## config.mk

```make
export PLATFORM = sky130hd
export DESIGN_NAME = vmode_governor
export DESIGN_NICKNAME = d
export VERILOG_FILES = /design/src/rtl/vmode_pkg.sv /design/src/rtl/vmode_thresh.sv /design/src/rtl/vmode_dwell.sv /design/src/rtl/vmode_governor.sv
export SDC_FILE = /design/constraint.sdc
export NUM_CORES = 1
export LEC_CHECK = 0
export CELL_PAD_IN_SITES_DETAIL_PLACEMENT = 0
export CELL_PAD_IN_SITES_GLOBAL_PLACEMENT = 2
export CORE_MARGIN = 5
export CORE_UTILIZATION = 25
export DETAILED_ROUTE_END_ITERATION = 7
export GPL_TIMING_DRIVEN = 0
export PLACE_DENSITY_LB_ADDON = 0.1
export SLEW_MARGIN = 15
export SYNTH_ARGS = -nofsm -noshare
export SYNTH_HDL_FRONTEND = slang
export SYNTH_SLANG_ARGS = --single-unit
```

## constraint.sdc

```tcl
create_clock -name clk -period 3.99 [get_ports clk]
set_input_delay 0.798 -clock clk [delete_from_list [all_inputs] [get_ports clk]]
set_output_delay 0.798 -clock clk [all_outputs]
set_load 0.02 [all_outputs]
```

## src/rtl/vmode_pkg.sv

```systemverilog
package vmode_pkg;
   localparam int MODE_W = 2;
   typedef logic [MODE_W-1:0] mode_t;
   typedef enum logic {
      LVL_FAST = 1'b0,
      LVL_SLOW = 1'b1
   } lvl_e;
endpackage

```

## src/rtl/vmode_thresh.sv

```systemverilog
module vmode_thresh #(
   parameter int CNT_W  = 16,
   parameter bit STRICT = 1'b1
) (
   input  logic [CNT_W-1:0] count,
   input  logic [CNT_W-1:0] thr_low,
   input  logic [CNT_W-1:0] thr_high,
   output logic             is_quiet,
   output logic             is_busy
);
   if (CNT_W < 2) begin : g_bad_width
      $error("vmode_thresh: CNT_W must be at least 2");
   end

   if (STRICT) begin : g_strict
      assign is_quiet = count < thr_low;
      assign is_busy  = count > thr_high;
   end else begin : g_inclusive
      assign is_quiet = count <= thr_low;
      assign is_busy  = count >= thr_high;
   end
endmodule

```

## src/rtl/vmode_dwell.sv

```systemverilog
module vmode_dwell #(
   parameter int AGE_W = 8
) (
   input  logic             clk,
   input  logic             rst_n,
   input  logic             tick,
   input  logic             restart,
   input  logic [AGE_W-1:0] dwell_min,
   output logic             eligible
);
   localparam logic [AGE_W-1:0] AGE_MAX = {AGE_W{1'b1}};

   if (AGE_W < 1 || AGE_W > 24) begin : g_bad_age
      $error("vmode_dwell: AGE_W out of range");
   end

   logic [AGE_W-1:0] age_q;

   // age counts accepted samples since the last change, saturating;
   // it starts saturated so the first sample after reset is usable
   always_ff @(posedge clk or negedge rst_n) begin
      if (!rst_n) begin
         age_q <= AGE_MAX;
      end else if (restart) begin
         age_q <= '0;
      end else if (tick && age_q != AGE_MAX) begin
         age_q <= age_q + 1'b1;
      end
   end

   assign eligible = (age_q != '0) && (age_q >= dwell_min);

   // a change is never followed directly by a usable sample
   a_r5_fresh_after_restart: assert property (@(posedge clk) disable iff (!rst_n)
      restart |=> !eligible);
endmodule

```

## src/rtl/vmode_governor.sv

```systemverilog
module vmode_governor
   import vmode_pkg::*;
#(
   parameter int CNT_W  = 16,
   parameter int AGE_W  = 8,
   parameter bit STRICT = 1'b1
) (
   input  logic             clk,
   input  logic             rst_n,
   input  logic             sample_valid,
   input  logic [CNT_W-1:0] sample_count,
   input  logic [CNT_W-1:0] thr_low,
   input  logic [CNT_W-1:0] thr_high,
   input  logic [1:0]       cfg_hi_mode,
   input  logic [1:0]       cfg_lo_mode,
   input  logic [AGE_W-1:0] dwell_min,
   input  logic             auto_en,
   input  logic             ovr_en,
   input  logic [1:0]       ovr_mode,
   output logic [1:0]       mode_sel,
   output logic             mode_chg
);
   if (MODE_W != 2) begin : g_bad_mode
      $error("vmode_governor: mode code must be 2 bits");
   end

   lvl_e level_q;
   logic chg_q;
   logic quiet, busy, eligible, accept, want_flip, flip;

   vmode_thresh #(.CNT_W(CNT_W), .STRICT(STRICT)) i_thresh (
      .count    (sample_count),
      .thr_low  (thr_low),
      .thr_high (thr_high),
      .is_quiet (quiet),
      .is_busy  (busy)
   );

   assign accept    = sample_valid && auto_en && !ovr_en;
   assign want_flip = (level_q == LVL_FAST) ? quiet : busy;
   assign flip      = accept && eligible && want_flip;

   vmode_dwell #(.AGE_W(AGE_W)) i_dwell (
      .clk       (clk),
      .rst_n     (rst_n),
      .tick      (accept),
      .restart   (flip),
      .dwell_min (dwell_min),
      .eligible  (eligible)
   );

   always_ff @(posedge clk or negedge rst_n) begin
      if (!rst_n) begin
         level_q <= LVL_FAST;
         chg_q   <= 1'b0;
      end else begin
         chg_q <= flip;
         if (flip) begin
            level_q <= (level_q == LVL_FAST) ? LVL_SLOW : LVL_FAST;
         end
      end
   end

   always_comb begin
      if (ovr_en)                   mode_sel = ovr_mode;
      else if (level_q == LVL_FAST) mode_sel = cfg_hi_mode;
      else                          mode_sel = cfg_lo_mode;
   end

   assign mode_chg = chg_q;

   // a change is always answering a sample strobe
   a_r4_change_needs_sample: assert property (@(posedge clk) disable iff (!rst_n)
      mode_chg |-> $past(sample_valid));
   // the event is a single-cycle pulse
   a_r6_single_pulse: assert property (@(posedge clk) disable iff (!rst_n)
      mode_chg |=> !mode_chg);
   // no decisions while the loop is off or overridden
   a_r7_hold_when_idle: assert property (@(posedge clk) disable iff (!rst_n)
      (!auto_en || ovr_en) |=> $stable(level_q));
   // override suppresses change events
   a_r8_quiet_under_override: assert property (@(posedge clk) disable iff (!rst_n)
      ovr_en |=> !mode_chg);
endmodule

```

==> flow_summary_export.csv <==
group,metric,value,unit
status,outcome,"completed",
logic_synthesis,synth_area_per_cell,8.06,sq um
worst_setup_path,worstPathMaxFanout,5,
grt,use_met2,17.0,%
clock_network,cts_resized,0,
clock_network,htree_levels,1,
worst_hold_path,hold_path.class,"reg -> reg",
clock_network,postCtsHoldBufs,0,
power_and_ir_drop,power,0.000531,W
routing,drt_iter0_drc,20,
layout,fin_nets,375,
clock_network,clkTransAtPathRegs,0.04,ns
timing,worst_slew_pin_slew,0.671,ns
routing,num_vias,1523,
logic_synthesis,ys.warnings.count,0,
flow_run,drv_cap,0,
timing,setup_violations,0,
routing,ant_nets,0,
grt,antenna_found_initial,0,
worst_setup_path,arrival,2.09,ns
floorplan,die_area,0.00790,sq mm
logic_synthesis,synth_fp_nets,301,
clock_network,tritoncts,"built",
placed_design,post-dp-hpwl,3.52,mm
routing,wl_per_cell,11.5,microns
timing,min_period,2.89,ns
floorplan,core_area,0.00599,sq mm
layout,post-route-util,39.7,%
layout,drive_gt1_share,6.04,%
floorplan,io_pins,70,
grt,grt_max_degree,11,
clock_network,clock_sinks,10,
logic_synthesis,yosysSeqAreaShare,16.7,%
worst_setup_path,required,3.19,ns
worst_setup_path,crit_path_start_kind,"input pin",
logic_synthesis,synth_xor_area_share,3.94,%
grt,grt_pass1_vias,1519,
worst_hold_path,worst_hold_startpoint,"i_dwell.age_q[5]",
floorplan,rows,28,
routing,routed_wl,3.91,mm
timing,slew_viol_final,0,
placed_design,dpl_cell_area,0.00234,sq mm
logic_synthesis,yosys.area_share.simple,17.3,%
logic_synthesis,synthDistinctLibCells,36,
layout,num_antenna_cells,0,
routing,drtPass1Iterations,4,
clock_network,cts_buffer_depth,2,
timing,timing.slew.headroom,55.2,%
placed_design,place.port_buffers,69,
timing,grt_setup_unrepaired,"no",
floorplan,die_w,88.9,microns
clock_network,postCtsSetupBuffers,0,
worst_setup_path,crit_path_start,"ovr_en",
logic_synthesis,netlist_area,0.00156,sq mm
worst_setup_path,worstSetupPathType,"in -> out",
logic_synthesis,synthCells,193,
timing,timing.final.crit_share,72.4,%
grt,grt_pass1_wl,6.30,mm
grt,grt.met3_usage,2.70,%
routing,avgViaCountPerCell,4.48,
clock_network,clk_latency,0.23,ns
clock_network,cts-root-buf,"clkbuf_8",
power_and_ir_drop,ir_drop,0.301,mV
logic_synthesis,synth_fa_ha_area_share,33.0,%
timing,final_hold_viol_count,0,
logic_synthesis,synth_top_family_by_area,"adder cells",
grt,grt_busiest_layer,"met2",
timing,finalClockSkew,0.00199,ns
floorplan,die_y,88.9,microns
routing,drcViolationCount,0,
floorplan,initial_core_util,26.0,%
worst_setup_path,regToRegStartpoint,"i_dwell.age_q[0]",
logic_synthesis,muxShareOfSynthArea,1.29,%
logic_synthesis,ys_seq_elements,10,
layout,final_area,0.00238,sq mm
timing,fmax,346,MHz
worst_setup_path,cp-end-kind,"output port",
power_and_ir_drop,power.density,223,mW/mm^2
grt,grt_usage,9.75,%
grt,grt_overflow_total,0,
placed_design,globalplace.congestion,0.674,
power_and_ir_drop,p_leak,1.16,nW
timing,setup-tns-final,0,ns
logic_synthesis,synth-compound-area-share,17.1,%
grt,use_met1,12.4,%
layout,areaGrowthSynthToFinish,53.1,%
clock_network,cts_buffers,3,
[logic make-up (layout without fill, tap and decap cells)]
group                    Yosys count  in the layout
buffers and inverters             44            116
multiplexers                       2              2
XOR/XNOR                           7              7
adder cells (fa/ha/maj)           41             41
flip-flops                        10             10
AND/OR/NAND/NOR                   50             50
AO/OA/AOI/OAI                     39             39
[synth_stat cells (all sizes together)]
library cell  instances  share of area [%]
a311oi                1               0.97
mux2i                 2                1.3
a31oi                 1               0.40
nor3                  8                2.6
dfrtp                 2                3.2
or2                   1               0.40
nand4                 6                2.4
nor4                  2                1.8
a21boi                1               0.48
dfstp                 8                 14
ha                   41                 33
and4                  1               0.56
a211o                 1               0.56
inv                  44                 11
a211oi                3                1.8
or3                   1               0.40
a41oi                 1                1.0
o211ai                2               0.97
a21oi                15                4.8
xor2                  4                2.3
nand3b                1               0.48
nand2b                1               0.40
o2111ai               1               0.56
a221o                 1               0.64
a41o                  1               0.64
and3                  1               0.72
xnor2                 3                1.7
o221ai                1               0.56
nand2                11                2.7
o21ai                 7                2.3
nand3                 7                2.3
nor3b                 1               0.48
a21o                  3                1.4
nor2                  9                2.2
[per-stage QoR]
step / cells / worst slack, ns / hold WS, ns
after global placement: 337 / 0.969 / 0.574
after detailed placement: 337 / 0.969 / 0.570
final: 340 / 1.10 / 0.575
after floorplan: 193 / 1.57 / 0.502
after CTS: 340 / 1.09 / 0.583
after global routing: 340 / 1.04 / 0.601
[sequential cells by signal (all words and copies together), names as in the netlist]
register       flops
i_dwell.age_q      8
level_q            1
mode_chg           1
[power by group]
part	internal [W]	switching (W)	leakage (nW)
sequential	0.000143	0.0000391	0.106
clock	0.0000658	0.0000362	0.0216
combinational	0.000144	0.000103	1.03
total	0.000352	0.000179	1.16
[cells in the final DEF, fill, tap and decap left out, types with 2 or more instances in the layout]
| cell type | instances |
|---|---|
| a211oi_1 | 2 |
| a21o_1 | 3 |
| a21oi_1 | 15 |
| clkbuf_8 | 3 |
| clkdlybuf4s50_1 | 69 |
| dfrtp_1 | 2 |
| dfstp_2 | 8 |
| ha_1 | 41 |
| inv_1 | 44 |
| mux2i_1 | 2 |
| nand2_1 | 11 |
| nand3_1 | 7 |
| nand4_1 | 6 |
| nor2_1 | 9 |
| nor3_1 | 8 |
| o211ai_1 | 2 |
| o21ai_0 | 7 |
| xnor2_1 | 3 |
| xor2_1 | 4 |
[critical path, stage by stage]
cell	delay, ns
clkdlybuf4s50_1	0.53
nand2_1	0.07
o21ai_0	0.07
clkdlybuf4s50_1	0.63
[per-layer routing]
metal	part of all wire [%]	wire (microns)
met3	8.0	311
met1	46	1790
met5	0	0
met2	46	1800
met4	0.20	8
[path summary, 6_finish.rpt]
kind / end / depth (start not counted) / slack (ns)
setup reg to reg: mode_chg / 8 / 1.64
hold / removal: i_dwell.age_q[5] / 2 / 0.57
setup / recovery: mode_sel[0] / 4 / 1.10
hold reg to reg: i_dwell.age_q[5] / 2 / 0.57
max in group asynchronous: i_dwell.age_q[2] / 1 / 2.80
min in group asynchronous: level_q / 1 / 0.87
[layout make-up]
type,instances,area [sq um]
tap,75,93.8
clock buffer,3,41.3
inverter,44,165
multi-input combinational,139,1130
sequential,10,260
timing repair buffer,69,691
fill,635,3610
Power figures use the tool's default switching activity.
